### config.mk
export PLATFORM = sky130hd
export DESIGN_NAME = pll_reconfig_seq
export DESIGN_NICKNAME = d
export VERILOG_FILES = /design/src/rtl/pllseq_pkg.sv /design/src/rtl/pllseq_ctlreg.sv /design/src/rtl/pllseq_lockwait.sv /design/src/rtl/pllseq_fsm.sv /design/src/rtl/pll_reconfig_seq.sv
export SDC_FILE = /design/constraint.sdc
export NUM_CORES = 1
export LEC_CHECK = 0
export ABC_AREA = 1
export BUFFER_PORTS_ARGS = -buffer_cell sky130_fd_sc_hd__buf_2
export CAP_MARGIN = 10
export CORE_MARGIN = 2
export CORE_UTILIZATION = 58
export CTS_CLUSTER_DIAMETER = 100
export DETAILED_ROUTE_END_ITERATION = 12
export GPL_TIMING_DRIVEN = 0
export PLACE_DENSITY = 0.81
export SYNTH_ARGS = -nofsm -noshare
export SYNTH_HDL_FRONTEND = slang
export SYNTH_SLANG_ARGS = --single-unit
### constraint.sdc
create_clock -name clk -period 5.7 [get_ports clk]
set_input_delay 0.855 -clock clk [delete_from_list [all_inputs] [get_ports clk]]
set_output_delay 0.855 -clock clk [all_outputs]
set_load 0.01 [all_outputs]
### src/rtl/pllseq_pkg.sv
package pllseq_pkg;

  // control word bit map (fixed: the PLL decodes these positions)
  localparam int EN_BIT   = 0;
  localparam int RST_BIT  = 1;
  localparam int NR_LSB   = 2;
  localparam int NR_W     = 6;
  localparam int NF_LSB   = 8;
  localparam int NF_W     = 13;
  localparam int OD_LSB   = 21;
  localparam int OD_W     = 4;
  localparam int BYP_BIT  = 30;
  localparam int LOCK_BIT = 31;

  typedef enum logic [1:0] {
    OP_ENABLE  = 2'd0,
    OP_DISABLE = 2'd1,
    OP_FACTORS = 2'd2,
    OP_NOP     = 2'd3
  } seq_op_e;

  typedef enum logic [2:0] {
    ST_IDLE,
    ST_PULSE,
    ST_HOLD,
    ST_POLL,
    ST_DONE,
    ST_FAIL
  } seq_state_e;

  // cycles in one lock-check interval
  function automatic int unsigned check_len(input logic [NR_W-1:0] nr_code,
                                            input int unsigned unit);
    return unit * (int'(nr_code) + 1);
  endfunction

  // replace the three divider codes, keep every other bit
  function automatic logic [31:0] put_factors(input logic [31:0] word,
                                              input logic [NR_W-1:0] nr,
                                              input logic [NF_W-1:0] nf,
                                              input logic [OD_W-1:0] od);
    logic [31:0] w;
    w = word;
    w[NR_LSB +: NR_W] = nr;
    w[NF_LSB +: NF_W] = nf;
    w[OD_LSB +: OD_W] = od;
    return w;
  endfunction

endpackage

### src/rtl/pllseq_ctlreg.sv
module pllseq_ctlreg
  import pllseq_pkg::*;
#(
  parameter logic [31:0] CTL_INIT = 32'h0
) (
  input  logic            clk,
  input  logic            rst_n,
  input  logic            en_set,
  input  logic            en_clr,
  input  logic            fld_wr,
  input  logic            rst_set,
  input  logic            rst_clr,
  input  logic [NR_W-1:0] nr,
  input  logic [NF_W-1:0] nf,
  input  logic [OD_W-1:0] od,
  output logic [31:0]     word
);

  localparam logic [31:0] CLEAN_MASK = ~((32'h1 << LOCK_BIT) | (32'h1 << RST_BIT));
  localparam logic [31:0] INIT_CLEAN = CTL_INIT & CLEAN_MASK;

  logic [31:0] word_q;
  logic [31:0] word_d;

  always_comb begin
    word_d = word_q;
    if (fld_wr)  word_d = put_factors(word_d, nr, nf, od);
    if (en_set)  word_d[EN_BIT]  = 1'b1;
    if (en_clr)  word_d[EN_BIT]  = 1'b0;
    if (rst_set) word_d[RST_BIT] = 1'b1;
    if (rst_clr) word_d[RST_BIT] = 1'b0;
  end

  always_ff @(posedge clk) begin
    if (!rst_n) word_q <= INIT_CLEAN;
    else        word_q <= word_d;
  end

  assign word = word_q;

  AST_RST_ONE_CYCLE: assert property (@(posedge clk) disable iff (!rst_n)
    word_q[RST_BIT] |=> !word_q[RST_BIT]);

  AST_KEEP_UPPER: assert property (@(posedge clk) disable iff (!rst_n)
    $stable(word_q[30:25]) && !word_q[LOCK_BIT]);

endmodule

### src/rtl/pllseq_lockwait.sv
module pllseq_lockwait
  import pllseq_pkg::*;
#(
  parameter int unsigned CHECK_UNIT   = 500,
  parameter int unsigned LOCK_RETRIES = 50,
  parameter int          CNT_W        = 16,
  parameter int          TRY_W        = 6
) (
  input  logic            clk,
  input  logic            rst_n,
  input  logic            start,
  input  logic [NR_W-1:0] nr_code,
  input  logic            lock,
  output logic            hit,
  output logic            expired
);

  logic             running;
  logic [CNT_W-1:0] cnt;
  logic [TRY_W-1:0] tries;
  logic             sample;
  logic             last_try;
  logic [CNT_W-1:0] reload;

  assign reload   = CNT_W'(check_len(nr_code, CHECK_UNIT) - 1);
  assign sample   = running && (cnt == '0);
  assign last_try = (tries == TRY_W'(LOCK_RETRIES - 1));
  assign hit      = sample && lock;
  assign expired  = sample && !lock && last_try;

  always_ff @(posedge clk) begin
    if (!rst_n) begin
      running <= 1'b0;
      cnt     <= '0;
      tries   <= '0;
    end else if (start) begin
      running <= 1'b1;
      cnt     <= reload;
      tries   <= '0;
    end else if (sample) begin
      if (hit || expired) begin
        running <= 1'b0;
      end else begin
        tries <= tries + 1'b1;
        cnt   <= reload;
      end
    end else if (running) begin
      cnt <= cnt - 1'b1;
    end
  end

  AST_TRIES_BOUND: assert property (@(posedge clk) disable iff (!rst_n)
    running |-> (tries < TRY_W'(LOCK_RETRIES)));

  AST_IDLE_NO_SAMPLE: assert property (@(posedge clk) disable iff (!rst_n)
    !running |-> !hit && !expired);

endmodule

### src/rtl/pllseq_fsm.sv
module pllseq_fsm
  import pllseq_pkg::*;
(
  input  logic       clk,
  input  logic       rst_n,
  input  logic       cmd_valid,
  input  logic [1:0] cmd_op,
  input  logic       cmd_gated,
  input  logic       en_now,
  input  logic       hit,
  input  logic       expired,
  output logic       cmd_ready,
  output logic       busy,
  output logic       done,
  output logic       err,
  output logic       en_set,
  output logic       en_clr,
  output logic       fld_wr,
  output logic       rst_set,
  output logic       rst_clr,
  output logic       wait_start
);

  seq_state_e state_q, state_d;
  seq_op_e    op;
  logic       accept;

  assign op     = seq_op_e'(cmd_op);
  assign accept = cmd_valid && (state_q == ST_IDLE);

  always_comb begin
    state_d    = state_q;
    en_set     = 1'b0;
    en_clr     = 1'b0;
    fld_wr     = 1'b0;
    rst_set    = 1'b0;
    rst_clr    = 1'b0;
    wait_start = 1'b0;
    unique case (state_q)
      ST_IDLE: begin
        if (accept) begin
          unique case (op)
            OP_ENABLE: begin
              if (en_now) begin
                state_d = ST_DONE;
              end else begin
                en_set  = 1'b1;
                state_d = ST_PULSE;
              end
            end
            OP_DISABLE: begin
              en_clr  = 1'b1;
              state_d = ST_DONE;
            end
            OP_FACTORS: begin
              fld_wr = 1'b1;
              if (cmd_gated) begin
                en_clr  = 1'b1;
                state_d = ST_DONE;
              end else begin
                state_d = ST_PULSE;
              end
            end
            default: state_d = ST_DONE;
          endcase
        end
      end
      ST_PULSE: begin
        rst_set = 1'b1;
        state_d = ST_HOLD;
      end
      ST_HOLD: begin
        rst_clr    = 1'b1;
        wait_start = 1'b1;
        state_d    = ST_POLL;
      end
      ST_POLL: begin
        if (hit)          state_d = ST_DONE;
        else if (expired) state_d = ST_FAIL;
      end
      default: state_d = ST_IDLE;
    endcase
  end

  always_ff @(posedge clk) begin
    if (!rst_n) state_q <= ST_IDLE;
    else        state_q <= state_d;
  end

  assign cmd_ready = (state_q == ST_IDLE);
  assign busy      = (state_q != ST_IDLE);
  assign done      = (state_q == ST_DONE);
  assign err       = (state_q == ST_FAIL);

  AST_POLL_ONLY_AFTER_HOLD: assert property (@(posedge clk) disable iff (!rst_n)
    (state_q == ST_POLL) |-> (($past(state_q) == ST_HOLD) || ($past(state_q) == ST_POLL)));

endmodule

### src/rtl/pll_reconfig_seq.sv
module pll_reconfig_seq
  import pllseq_pkg::*;
#(
  parameter int unsigned CHECK_UNIT   = 500,
  parameter int unsigned LOCK_RETRIES = 50,
  parameter logic [31:0] CTL_INIT     = 32'h0
) (
  input  logic        clk,
  input  logic        rst_n,
  input  logic        cmd_valid,
  output logic        cmd_ready,
  input  logic [1:0]  cmd_op,
  input  logic        cmd_gated,
  input  logic [5:0]  cmd_nr,
  input  logic [12:0] cmd_nf,
  input  logic [3:0]  cmd_od,
  input  logic        pll_lock,
  output logic [31:0] pll_ctl,
  output logic        busy,
  output logic        done,
  output logic        err_timeout
);

  localparam int unsigned LEN_MAX = CHECK_UNIT * (2 ** NR_W);
  localparam int          CNT_W   = $clog2(LEN_MAX + 1);
  localparam int          TRY_W   = $clog2(LOCK_RETRIES + 1);

  // named internal events
  logic en_set, en_clr, fld_wr, rst_set, rst_clr, wait_start;
  logic lock_hit, lock_expired;
  logic accept;

  assign accept = cmd_valid && cmd_ready;

  pllseq_fsm u_fsm (
    .clk        (clk),
    .rst_n      (rst_n),
    .cmd_valid  (cmd_valid),
    .cmd_op     (cmd_op),
    .cmd_gated  (cmd_gated),
    .en_now     (pll_ctl[EN_BIT]),
    .hit        (lock_hit),
    .expired    (lock_expired),
    .cmd_ready  (cmd_ready),
    .busy       (busy),
    .done       (done),
    .err        (err_timeout),
    .en_set     (en_set),
    .en_clr     (en_clr),
    .fld_wr     (fld_wr),
    .rst_set    (rst_set),
    .rst_clr    (rst_clr),
    .wait_start (wait_start)
  );

  pllseq_ctlreg #(.CTL_INIT(CTL_INIT)) u_ctl (
    .clk     (clk),
    .rst_n   (rst_n),
    .en_set  (en_set),
    .en_clr  (en_clr),
    .fld_wr  (fld_wr),
    .rst_set (rst_set),
    .rst_clr (rst_clr),
    .nr      (cmd_nr),
    .nf      (cmd_nf),
    .od      (cmd_od),
    .word    (pll_ctl)
  );

  pllseq_lockwait #(
    .CHECK_UNIT   (CHECK_UNIT),
    .LOCK_RETRIES (LOCK_RETRIES),
    .CNT_W        (CNT_W),
    .TRY_W        (TRY_W)
  ) u_wait (
    .clk     (clk),
    .rst_n   (rst_n),
    .start   (wait_start),
    .nr_code (pll_ctl[NR_LSB +: NR_W]),
    .lock    (pll_lock),
    .hit     (lock_hit),
    .expired (lock_expired)
  );

  AST_ACCEPT_BUSY: assert property (@(posedge clk) disable iff (!rst_n)
    accept |=> busy && !cmd_ready);

  AST_END_RELEASES: assert property (@(posedge clk) disable iff (!rst_n)
    (done || err_timeout) |=> !busy && cmd_ready && !done && !err_timeout);

  AST_ENABLE_NOOP: assert property (@(posedge clk) disable iff (!rst_n)
    (accept && cmd_op == 2'd0 && pll_ctl[EN_BIT]) |=> done && $stable(pll_ctl));

  AST_DISABLE_KEEPS: assert property (@(posedge clk) disable iff (!rst_n)
    (accept && cmd_op == 2'd1) |=> done && !pll_ctl[EN_BIT] && (pll_ctl[31:1] == $past(pll_ctl[31:1])));

  AST_GATED_NO_WAIT: assert property (@(posedge clk) disable iff (!rst_n)
    (accept && cmd_op == 2'd2 && cmd_gated) |=> done && !pll_ctl[EN_BIT] && !pll_ctl[RST_BIT]);

  AST_TIMEOUT_NOLOCK: assert property (@(posedge clk) disable iff (!rst_n)
    err_timeout |-> !$past(pll_lock) && pll_ctl[EN_BIT]);

endmodule

-- After elaboration in Yosys (flattened, before gate mapping)
Index checks and enable logic that the tools add are counted.
- output and inout port bits: 36
- word-level logic and storage cells: 74
- register bits: 50
- input port bits: 30
- $mul: 1
- eq/ne operators: 11
- add/sub/neg operators: 4
- mux-type cells: 29
- reduce and logical (&&, ||, !) cells: 20
- bitwise operators: 2
- operator list (operator ; count):
    $mux 15 ; 4
    $mul 7x32->13 const A ; 1
    $sub 15x1->15 const B ; 2
    $mux 1 ; 17
    $logic_not 15->1 ; 1
    $mux 3 ; 5
    $pmux 3 s4 ; 1
    $reduce_and 2->1 ; 4
    $add 6x1->7 const B ; 1
    $add 6x1->6 const B ; 1
    $eq 3x2->1 const B ; 2
    $eq 3x3->1 const B ; 2
    $eq 6x6->1 const B ; 1
    $pmux 3 s2 ; 1
    $reduce_bool 3->1 ; 2
    $logic_and 1x1->1 ; 5
    $reduce_bool 2->1 ; 2
    $reduce_or 2->1 ; 2
    $eq 3x1->1 const B ; 1
    $logic_not 3->1 ; 1
    $ne 3x1->1 const B ; 1
    $ne 3x3->1 const B ; 1
    $eq 2x1->1 const B ; 1
    $eq 2x2->1 const B ; 1
    other kinds (6) ; 7

-- Longest topological paths before layout
Gate-level depths: netlist of the first run.
- word-level depth: 8
- depth in mapped cells: 29
- gate-level depth less buffers: 29

-- Cells and area by module
Synthesis of the first run repeated with hierarchy kept, for this count alone.
- cells, all modules: 662
- area, all modules: 4421.7 µm²
- modules (own cells, without submodules) (module ; area each (µm²) ; cells an instance ; seq. area each (µm²) ; times used):
    pllseq_lockwait ; 2980.4 ; 443 ; 440.4 ; 1
    pllseq_ctlreg ; 1104.8 ; 164 ; 500.5 ; 1
    pllseq_fsm ; 336.6 ; 55 ; 60.1 ; 1

-- Worst setup path after synthesis of the first run
No wires, ideal clock.
- path kind: reg2reg
- from: reg u_ctl.word_q[2] (netlist: u_ctl.word[2])
- to: reg u_wait.cnt[12]
- data required time: 5.581 ns
- period minus slack after synthesis: 4.468 ns
- library setup time: 0.119 ns
- stages on the path, launching flop included: 21
- arrival: 4.349 ns
- buffers on the path: 1
- path slack: 1.232 ns
- cells stage by stage: dfxtp_1 -> ha_1 -> clkbuf_1 -> xor2_1 -> inv_1 -> fa_1 -> fa_1 -> inv_1 -> fa_1 -> ha_1 -> ha_1 -> nand2_1 -> nor2_1 -> nand2_1 -> nand3_1 -> nand2_1 -> nand2_1 -> nand3_2 -> or2_2 -> nand3_1 -> a21oi_1
- word-level cells in the longest chain between the ends: 6
- ends and longest elaborated chain (item ; RTL line ; source):
    from (decl) ; pllseq_ctlreg.sv:22 ; logic [31:0] word_q;
    from (signal assigned) ; pllseq_ctlreg.sv:36 ; else word_q <= word_d;
    $add 6x1->7 * ; pllseq_pkg.sv:34 ; return unit * (int'(nr_code) + 1);
    $mul 7x32->13 * ; pllseq_pkg.sv:34 ;
    $sub 15x1->15 * ; pllseq_lockwait.sv:25 ; assign reload = CNT_W'(check_len(nr_code, CHECK_UNIT) - 1);
    $mux 15 ; pllseq_lockwait.sv:41 ; if (hit || expired) begin
    $mux 15 ; pllseq_lockwait.sv:40 ; end else if (sample) begin
    $mux 15 * ; pllseq_lockwait.sv:36 ; end else if (start) begin
    to (signal assigned) ; pllseq_lockwait.sv:38 ; cnt <= reload;
    to (signal assigned) ; pllseq_lockwait.sv:45 ; cnt <= reload;
    to (signal assigned) ; pllseq_lockwait.sv:48 ; cnt <= cnt - 1'b1;
    to (decl) ; pllseq_lockwait.sv:19 ; logic [CNT_W-1:0] cnt;
Mark *: on every way between the ends. The rest lies on a longest branch, timed or not. The select of a mux whose other input is x is not followed.
A chain may end at the register's enable or synchronous reset.

-- Worst setup path after layout of the first run
Ends and elaborated chain as after synthesis.

==> results of run 1 <==
[worst paths after layout]
path / cells after the start / end / slack, ns
min reg2reg: 2 / u_ctl.word[1] / 0.46
min: 2 / u_ctl.word[1] / 0.46
max: 20 / u_wait.cnt[12] / 0.77
max reg2reg: 20 / u_wait.cnt[12] / 0.77
[sequential cells by signal, summed over array words and instances (netlist names)]
| signal | count |
|---|---|
| u_wait.tries | 6 |
| u_wait.cnt | 15 |
| u_fsm.state_q | 3 |
| u_wait.running | 1 |
| u_ctl.word | 25 |
[worst max-delay path, delay by kind of cell, from the launching register on]
family | cells | cell delay (ns)
fa+ha+maj | 6 | 2.38
xor+xnor | 1 | 0.31
buf+inv | 3 | 0.47
flops | 1 | 0.52
compound gates | 1 | 0.07
simple gates | 9 | 1.08
[per-stage QoR]
| stage | std cells | worst slack [ns] | hold slack (ns) | utilization (%) |
|---|---|---|---|---|
| floorplan | 606 | 1.23 | 0.437 | - |
| global placement | 759 | 0.897 | 0.433 | 66.9 |
| detailed placement | 759 | 0.770 | 0.442 | 66.9 |
| CTS | 767 | 0.759 | 0.458 | 68.3 |
| global route | 767 | 0.357 | 0.483 | 68.3 |
| finish | 767 | 0.775 | 0.456 | 68.3 |
[where the power goes]
part,total (mW),switching [mW],internal [mW]
registers,0.418,0.0314,0.386
clock network,0.218,0.120,0.0978
logic,0.809,0.500,0.310
total,1.45,0.651,0.794
[cells by family (layout without fill, tap and decap cells)]
| group | count (synthesis) | count (layout) |
|---|---|---|
| DFF | 50 | 50 |
| xor gates and xnor gates | 34 | 34 |
| and+or+nand+nor | 259 | 259 |
| buffers and inverters | 117 | 182 |
| AOI/OAI and AO/OA | 85 | 85 |
| adders and majority gates | 54 | 54 |
| other | 1 | 7 |
[cells in the mapped netlist (2+ instances only)]
master / n
and2_1: 2
nor3b_1: 2
nor3_4: 2
xnor2_1: 12
ha_1: 40
clkbuf_1: 9
o21bai_1: 3
o21ai_1: 4
o22ai_1: 3
a21oi_2: 2
fa_1: 14
buf_6: 2
o21ai_0: 22
nand4_1: 7
xor2_1: 22
nand2_1: 133
nand3b_1: 3
nor2_2: 4
buf_4: 9
inv_1: 90
inv_2: 4
o211ai_2: 2
nand3_1: 49
nor3_1: 8
nand2_2: 2
nor2_1: 41
dfxtp_1: 50
a21oi_1: 44
nand3_2: 2
[metal layers]
layer | GRT usage [%] | share of wire (%)
met5 | 0 | 0
met4 | 5.56 | 1.0
met3 | 4.80 | 5.9
met2 | 46.4 | 49
met1 | 31.5 | 44
[layout make-up]
cell class / count / area share, %
Buffer: 22 / 2.81
Clock buffer: 6 / 1.75
Clock inverter: 2 / 0.265
Inverter: 95 / 7.56
Multi-Input combinational cell: 439 / 57.8
Sequential cell: 50 / 21.2
Tap cell: 96 / 2.55
Timing Repair Buffer: 57 / 6.05
==> impl_metrics.py, run 1 <==
metrics = {
    "power": {
        "totalPowerFinal_mw": 1.45,
        "p_per_area_nw_per_um2": 306,
        "leakage_nw": 2.43,
        "ir_drop_mv": 0.185,
    },
    "synth": {
        "yosysSeqAreaShare_pct": 23.9,
        "synthFlopType": "dfxtp_1",
        "synth_adder_area_share_pct": 18.6,
        "synth_compound_area_share_pct": 11.3,
        "yosysWarningCount": 0,
        "synth_area_leaders": "dfxtp_1 (24%), ha_1 (12%), nand2_1 (12%), inv_1 (8.1%), fa_1 (6.7%)",
        "synth_top_family_by_area": "simple AND/OR/NAND/NOR gates",
        "synth_top_cell_area_share_pct": 23.9,
        "yosysTopAreaCell": "dfxtp_1",
        "avgSynthCellArea_sq_um": 6.99,
        "yosys.area_share.xor_xnor_pct": 7.10,
        "syn_inst": 600,
        "netlist_area_sq_um": 4190,
        "synthSimpleGateAreaFrac_pct": 27.4,
        "synth_edf_count": 0,
        "synthMuxAreaShare_pct": 0,
        "ys_types": 42,
        "synth.ff_latch_count": 50,
        "synthArstFlopShare_pct": 0,
    },
    "run_status": {
        "status": "finished, final reports clean",
    },
    "finish": {
        "multi_input_area_sq_um": 2730,
        "final_cell_mix": "nand2_1 (133), inv_1 (90), buf_2 (58), dfxtp_1 (50), nand3_1 (49)",
        "seq_area_sq_um": 1000,
        "final_area_sq_um": 4720,
        "num_antenna_cells": 0,
        "layout_commonest_cell": "nand2_1",
        "nFillCells": 632,
        "syn_to_final_growth_pct": 12.5,
        "drive_above_1_share_pct": 14.5,
        "fin_nets": 754,
    },
    "floorplan": {
        "die_x_um": 89.0,
        "die_h_um": 89.0,
        "die_area_sq_um": 7930,
        "core_area_sq_um": 6910,
        "initial_core_util_pct": 60.7,
        "io_pins": 66,
        "num_rows": 30,
    },
    "critical_path": {
        "critPathMaxFanout": 7,
        "crit_path_top_delay_cell": "fa_1",
        "path_cells": "ha_1 -> clkbuf_1 -> xor2_1 -> inv_1 -> fa_1 -> fa_1 -> inv_1 -> fa_1 -> ha_1 -> ha_1 -> nand2_1 -> nor2_1 -> nand2_1 -> nand3_1 -> nand2_1 -> nand2_1 -> nand3_2 -> or2_2 -> nand3_1 -> a21oi_1",
        "required_ns": 5.90,
        "end_kind": "flop",
        "path_common_cell": "nand2_1",
        "cp.arrival_ns": 5.13,
        "crit_path_start_kind": "flop",
        "critical_path.max_stage_delay_ns": 0.54,
        "r2r_start": "u_ctl.word[2]",
        "critPathKind": "reg2reg",
        "startpoint": "u_ctl.word[2]",
    },
    "sta": {
        "relSlewSlack_pct": 33.4,
        "fmax_ghz": 0.203,
        "slew_viol_final": 0,
        "finalSetupTns_ns": 0,
        "fin_crit_sh_pct": 86.4,
        "finClkSkew_ns": 0.00809,
        "fin_crit_ns": 4.93,
        "hold_viol_final": 0,
        "rsz0062_at_grt": "false",
        "tightest_slew_ns": 0.992,
        "setup_violations": 0,
    },
    "cts": {
        "ctsHtreeMaxLevel": 2,
        "cts.sink_count": 50,
        "clk_pin_slew_ns": 0.10,
        "clk_latency_ns": 0.30,
        "numCtsBuffers": 5,
        "cts_tree": "yes",
        "hold_buffers": 0,
        "post_cts_resize_count": 0,
        "root_buffer": "clkbuf_8",
        "post_cts_buffers": 0,
        "cts_max_path_buffers": 2,
    },
    "placed_design": {
        "place_congestion": 0.898,
        "dpl-instance-area_sq_um": 4620,
        "dp_hpwl_um": 7620,
        "portBuffers": 57,
    },
    "detailed_routing": {
        "ant_nets": 0,
        "postRouteWirelength_um": 9360,
        "drt_iter0_markers": 158,
        "routed_via_density": 5.11,
        "drcViolationCount": 0,
        "wire_per_inst_um": 12.2,
        "first_pass_iters": 4,
        "vias": 3923,
    },
    "job": {
        "drv_cap": 0,
    },
    "hold_path": {
        "hold_path_class": "reg2reg",
        "min-delay-start": "u_ctl.word[1]",
    },
    "global_routing": {
        "grt_pass1_vias": 3855,
        "grt_pass1_wl_um": 16300,
        "antenna_found_initial": 0,
        "overflow": 0,
        "grt_max_degree": 16,
        "track_usage_pct": 25.6,
    },
}
Note: power is estimated with default switching activity, not from simulation.
==> inputs of run 2 (changes only) <==
--- a/config.mk
+++ b/config.mk
@@ -11,3 +11,3 @@
 export CORE_MARGIN = 2
-export CORE_UTILIZATION = 58
+export CORE_UTILIZATION = 50
 export CTS_CLUSTER_DIAMETER = 100
@@ -15,3 +15,3 @@
 export GPL_TIMING_DRIVEN = 0
-export PLACE_DENSITY = 0.81
+export PLACE_DENSITY = 0.72
 export SYNTH_ARGS = -nofsm -noshare
==> constraint.sdc (replaced) <==
create_clock -name clk -period 5.7 [get_ports clk]
set_input_delay 0 -clock clk [delete_from_list [all_inputs] [get_ports clk]]
set_output_delay 0 -clock clk [all_outputs]
set_load 0.01 [all_outputs]
==> run 2 against run 1 <==
Clock skew increased by 0.0062 ns. Critical path depth unchanged. Sequential share of layout area decreased by 1.1 points. Via count increased by 2.2%. Power increased by 4.6%. Fmax increased by 0.10%. Sequential power about the same. Utilization decreased by 7.6 points. First-iteration DRC count decreased by 11%. Critical endpoint unchanged.
==> impl_metrics.py, run 2 (synthesis results as in run 1) <==
metrics = {
    "critical_path": {
        "critPathKind": "reg2reg",
        "required_ns": 5.91,
        "crit_family": "adder cells",
        "critical_path.max_stage_delay_ns": 0.52,
        "path_common_cell": "nand2_1",
        "cp_num_buf_inv": 3,
        "end_kind": "flop",
        "crit_path_start_kind": "flop",
        "startpoint": "u_ctl.word[2]",
        "path_cells": "ha_1 -> clkbuf_1 -> xor2_1 -> inv_1 -> fa_1 -> fa_1 -> inv_1 -> fa_1 -> ha_1 -> ha_1 -> nand2_1 -> nor2_1 -> nand2_1 -> nand3_1 -> nand2_1 -> nand2_1 -> nand3_2 -> or2_2 -> nand3_1 -> a21oi_1",
        "cp.arrival_ns": 5.13,
        "r2r_start": "u_ctl.word[2]",
        "crit_path_top_delay_cell": "dfxtp_1",
        "critPathMaxFanout": 7,
    },
    "detailed_routing": {
        "vias": 4009,
        "maxUsedRoutingLayer": "met4",
        "drcViolationCount": 0,
        "wl_met1_um": 4610,
        "drt_iter0_markers": 141,
        "wl_met2_um": 4870,
        "postRouteWirelength_um": 10000,
        "wire_per_inst_um": 12.6,
        "first_pass_iters": 5,
        "ant_nets": 0,
        "wl_met3_um": 468,
        "routed_via_density": 5.03,
    },
    "finish": {
        "nFillCells": 757,
        "utilization_pct": 60.7,
        "multi_input_area_sq_um": 2730,
        "seq_area_sq_um": 1000,
        "final_area_sq_um": 4960,
        "largest_reg_flops": 25,
        "fin_nets": 776,
        "num_antenna_cells": 0,
        "drive_above_1_share_pct": 13.9,
        "syn_to_final_growth_pct": 18.4,
        "layout_commonest_cell": "nand2_1",
        "final_cell_mix": "nand2_1 (133), inv_1 (90), buf_2 (58), dfxtp_1 (50), nand3_1 (49)",
    },
    "power": {
        "leakage_nw": 2.53,
        "p_per_area_nw_per_um2": 305,
        "ir_drop_mv": 0.159,
    },
    "sta": {
        "setup_violations": 0,
        "fin_crit_ns": 4.92,
        "fmax_ghz": 0.203,
        "finClkSkew_ns": 0.0143,
        "fin_crit_sh_pct": 86.3,
        "slew_viol_final": 0,
        "tightest_slew_ns": 0.964,
        "relSlewSlack_pct": 35.2,
        "hold_viol_final": 0,
        "rsz0062_at_grt": "false",
        "finalSetupTns_ns": 0,
    },
    "cts": {
        "root_buffer": "clkbuf_8",
        "cts.sink_count": 50,
        "post_cts_resize_count": 0,
        "ctsHtreeMaxLevel": 2,
        "clk_pin_slew_ns": 0.10,
        "numCtsBuffers": 5,
        "clk_latency_ns": 0.32,
        "post_cts_buffers": 0,
        "cts_max_path_buffers": 2,
        "hold_buffers": 22,
        "cts_tree": "yes",
    },
    "job": {
        "drv_cap": 0,
    },
    "floorplan": {
        "die_area_sq_um": 9130,
        "io_pins": 66,
        "die_x_um": 95.6,
        "core_area_sq_um": 8180,
        "die_h_um": 95.6,
        "initial_core_util_pct": 51.3,
        "num_rows": 33,
    },
    "global_routing": {
        "grt_pass1_wl_um": 17100,
        "antenna_found_initial": 0,
        "grt_pass1_vias": 3909,
        "track_usage_pct": 23.1,
        "overflow": 0,
        "grt_max_degree": 15,
    },
    "placed_design": {
        "dp_hpwl_um": 7520,
        "portBuffers": 57,
        "dpl-instance-area_sq_um": 4630,
        "place_congestion": 0.844,
    },
    "run_status": {
        "status": "finished, final reports clean",
    },
    "hold_path": {
        "hold_path_class": "in2reg",
        "min-delay-start": "cmd_nr[5]",
    },
}
-- run 2: report_power, final --
part / internal (mW) / switching (mW)
Combinational: 0.318 / 0.507
Sequential: 0.387 / 0.0320
Clock: 0.141 / 0.128
Total: 0.845 / 0.667
-- run 2: cell type report --
cell class / count / share of cell area [%]
tap: 105 / 2.65
timing repair buffer: 79 / 10.2
buffer: 22 / 2.67
clock buffer: 6 / 1.66
inverter: 95 / 7.18
clock inverter: 1 / 0.605
sequential: 50 / 20.2
multi-input combinational: 439 / 54.9
-- run 2: path summary, 6_finish.rpt --
check                    to  slack [ns]  cells after the start
min           u_ctl.word[7]        0.04                      3
max          u_wait.cnt[12]        0.78                     20
min reg2reg  u_ctl.word[22]        0.47                      2
max reg2reg  u_wait.cnt[12]        0.78                     20
-- run 2: worst reg2reg max path, stage by stage (launching register included) --
cell,delay [ns]
dfxtp_1,0.52
ha_1,0.20
clkbuf_1,0.25
xor2_1,0.34
inv_1,0.14
fa_1,0.50
fa_1,0.52
inv_1,0.05
fa_1,0.46
ha_1,0.31
ha_1,0.37
nand2_1,0.11
nor2_1,0.17
nand2_1,0.09
nand3_1,0.07
nand2_1,0.05
nand2_1,0.13
nand3_2,0.12
or2_2,0.28
nand3_1,0.08
a21oi_1,0.06
-- run 2: stage by stage --
step | hold WS, ns | worst slack [ns] | std cells | power [mW]
6_report | 0.0376 | 0.780 | 797 | 1.51
3_3_place_gp | 0.274 | 0.916 | 768 | 1.20
2_1_floorplan | 0.165 | 1.23 | 606 | 1.06
5_1_grt | 0.0788 | 0.433 | 797 | 1.64
3_5_place_dp | 0.280 | 0.793 | 768 | 1.23
4_1_cts | 0.00691 | 0.775 | 797 | 1.51
-- run 2: per-layer routing --
metal,up-vias,global-route usage [%]
li1,2078,-
met1,1828,29.4
met2,94,40.8
met3,9,3.64
met4,0,5.24
met5,-,0
==> inputs of run 3 (changes only) <==
Settings changed: CELL_PAD_IN_SITES_DETAIL_PLACEMENT set to 0, CELL_PAD_IN_SITES_GLOBAL_PLACEMENT set to 2, CORE_UTILIZATION 50 to 32, PLACE_DENSITY 0.72 to unset, PLACE_DENSITY_LB_ADDON set to 0.1.
==> run 3 against run 2 <==
First-iteration DRC count down 25%. Largest cell class unchanged. Non-clock buffer count grew 1. Global-route usage shrank 7.7 points. Register-to-register slack improved by 0.07 ns. Critical path depth shrank 2. Design area is 2.7% higher. Sequential power about the same. Clock power rose by 17%. Combinational power about the same. Critical endpoint unchanged. Critical path type unchanged.
==> impl_metrics.py, run 3 (synthesis results as in run 1) <==
metrics = {
    "run_status": {
        "status": "finished, final reports clean",
    },
    "detailed_routing": {
        "postRouteWirelength_um": 10300,
        "first_pass_iters": 4,
        "drcViolationCount": 0,
        "drt_iter0_markers": 106,
        "routed_via_density": 4.46,
        "wire_per_inst_um": 11.9,
        "vias": 3862,
        "ant_nets": 0,
    },
    "cts": {
        "post_cts_resize_count": 0,
        "hold_buffers": 23,
        "numCtsBuffers": 5,
        "post_cts_buffers": 0,
        "cts_max_path_buffers": 2,
        "clk_pin_slew_ns": 0.07,
        "ctsHtreeMaxLevel": 2,
        "cts_tree": "yes",
        "clk_latency_ns": 0.30,
        "root_buffer": "clkbuf_16",
        "cts.sink_count": 50,
    },
    "global_routing": {
        "grt_pass1_vias": 3765,
        "track_usage_pct": 15.3,
        "grt_max_degree": 16,
        "antenna_found_initial": 0,
        "grt_pass1_wl_um": 17700,
        "overflow": 0,
    },
    "placed_design": {
        "dp_hpwl_um": 8300,
        "place_congestion": 0.757,
        "portBuffers": 57,
    },
    "sta": {
        "finalSetupTns_ns": 0,
        "fin_crit_sh_pct": 85.1,
        "finClkSkew_ns": 0.00929,
        "hold_viol_final": 0,
        "setup_violations": 0,
        "fin_crit_ns": 4.85,
        "slew_viol_final": 0,
        "fmax_ghz": 0.206,
        "tightest_slew_ns": 1.00,
        "rsz0062_at_grt": "false",
        "relSlewSlack_pct": 32.8,
    },
    "finish": {
        "largest_reg_flops": 25,
        "syn_to_final_growth_pct": 21.6,
        "fin_nets": 777,
        "num_antenna_cells": 0,
        "utilization_pct": 40.1,
        "layout_commonest_cell": "nand2_1",
        "final_cell_mix": "nand2_1 (133), inv_1 (90), buf_2 (58), dfxtp_1 (50), nand3_1 (49)",
        "drive_above_1_share_pct": 14.0,
    },
    "floorplan": {
        "num_rows": 41,
        "core_area_sq_um": 12700,
        "die_area_sq_um": 14000,
        "die_h_um": 118,
        "die_x_um": 118,
        "io_pins": 66,
        "initial_core_util_pct": 33.0,
    },
    "hold_path": {
        "hold_path_class": "in2reg",
    },
    "critical_path": {
        "cp.arrival_ns": 5.04,
        "crit_path_top_delay_cell": "nor3_1",
        "critPathKind": "reg2reg",
        "path_cells": "ha_1 -> nand3_1 -> nor3_1 -> ha_1 -> inv_1 -> fa_1 -> fa_1 -> ha_1 -> ha_1 -> nand2_1 -> inv_1 -> a21oi_1 -> nand2_1 -> nand2_1 -> nand2_1 -> or2_2 -> nand3_1 -> a21oi_1",
        "required_ns": 5.90,
        "critPathMaxFanout": 7,
        "end_kind": "flop",
        "crit_path_start_kind": "flop",
        "critical_path.max_stage_delay_ns": 0.80,
    },
    "power": {
        "p_seq_share_pct": 26.9,
        "leakage_nw": 2.55,
        "netSwitchingFraction_pct": 43.5,
        "p_sw_uw": 675,
        "p_int_uw": 879,
        "pwr-share-comb_pct": 52.9,
        "clkPwrFrac_pct": 20.2,
        "ir_drop_mv": 0.170,
        "p_per_area_nw_per_um2": 305,
    },
    "job": {
        "drv_cap": 0,
    },
}
run 3: cell types whose count changed in the layout (fill, tap and decap cells not counted):
cell	previous run	this run
clkbuf_16	0	5
clkinvlp_4	0	1
clkbuf_8	6	1
bufinv_16	1	0
dlygate4sd3_1	22	23
clkinv_2	0	1
run 3: final cells by class:
type	instances	area [sq um]
tap	172	215
clock inverter	2	12.5
fill	1399	7620
buffer	22	133
multi-input combinational	439	2730
inverter	95	357
clock buffer	6	139
sequential	50	1000
timing repair buffer	80	515
run 3: path summary, 6_finish.rpt:
path | from | endpoint | slack [ns] | cells after the start
hold / removal | cmd_valid | u_fsm.state_q[2] | 0.08 | 3
setup reg to reg | u_ctl.word[2] | u_wait.cnt[12] | 0.85 | 18
setup / recovery | u_ctl.word[2] | u_wait.cnt[12] | 0.85 | 18
hold reg to reg | u_ctl.word[1] | u_ctl.word[1] | 0.46 | 2
run 3: worst max-delay path: cells and delay by family (launching register included):
kind            cells  cell delay (ns)
buf+inv             2             0.15
fa+ha+maj           6             2.15
simple gates        8             1.69
compound gates      2             0.25
flops               1             0.49
run 3: power groups by stage:
stage               clock network, mW  logic [mW]  registers, mW
finish                          0.314       0.822          0.418
global route                    0.337       0.953          0.424
CTS                             0.324       0.840          0.418
detailed placement                  0       0.822          0.426
global placement                    0       0.824          0.426
floorplan                           0       0.634          0.423
run 3: layer usage:
metal  vias to the layer above  routed length [um]  track usage (%)
met5                         -                   0                0
met1                      1712                5030             19.8
met3                         9                 404             3.09
li1                       2085                   -                -
met4                         0                 122             3.79
met2                        56                4750             26.1
run 3: per-stage QoR:
| step | hold WS [ns] | power (mW) | cells | setup WS, ns | instance area (sq um) |
|---|---|---|---|---|---|
| 5_1_grt | 0.102 | 1.71 | 866 | 0.425 | 5100 |
| 3_3_place_gp | 0.270 | 1.25 | 835 | 0.764 | 4720 |
| 2_1_floorplan | 0.165 | 1.06 | 606 | 1.23 | 4220 |
| 4_1_cts | 0.0763 | 1.58 | 866 | 0.746 | 5100 |
| 3_5_place_dp | 0.278 | 1.25 | 835 | 0.751 | 4720 |
| 6_report | 0.0846 | 1.55 | 866 | 0.851 | 5100 |
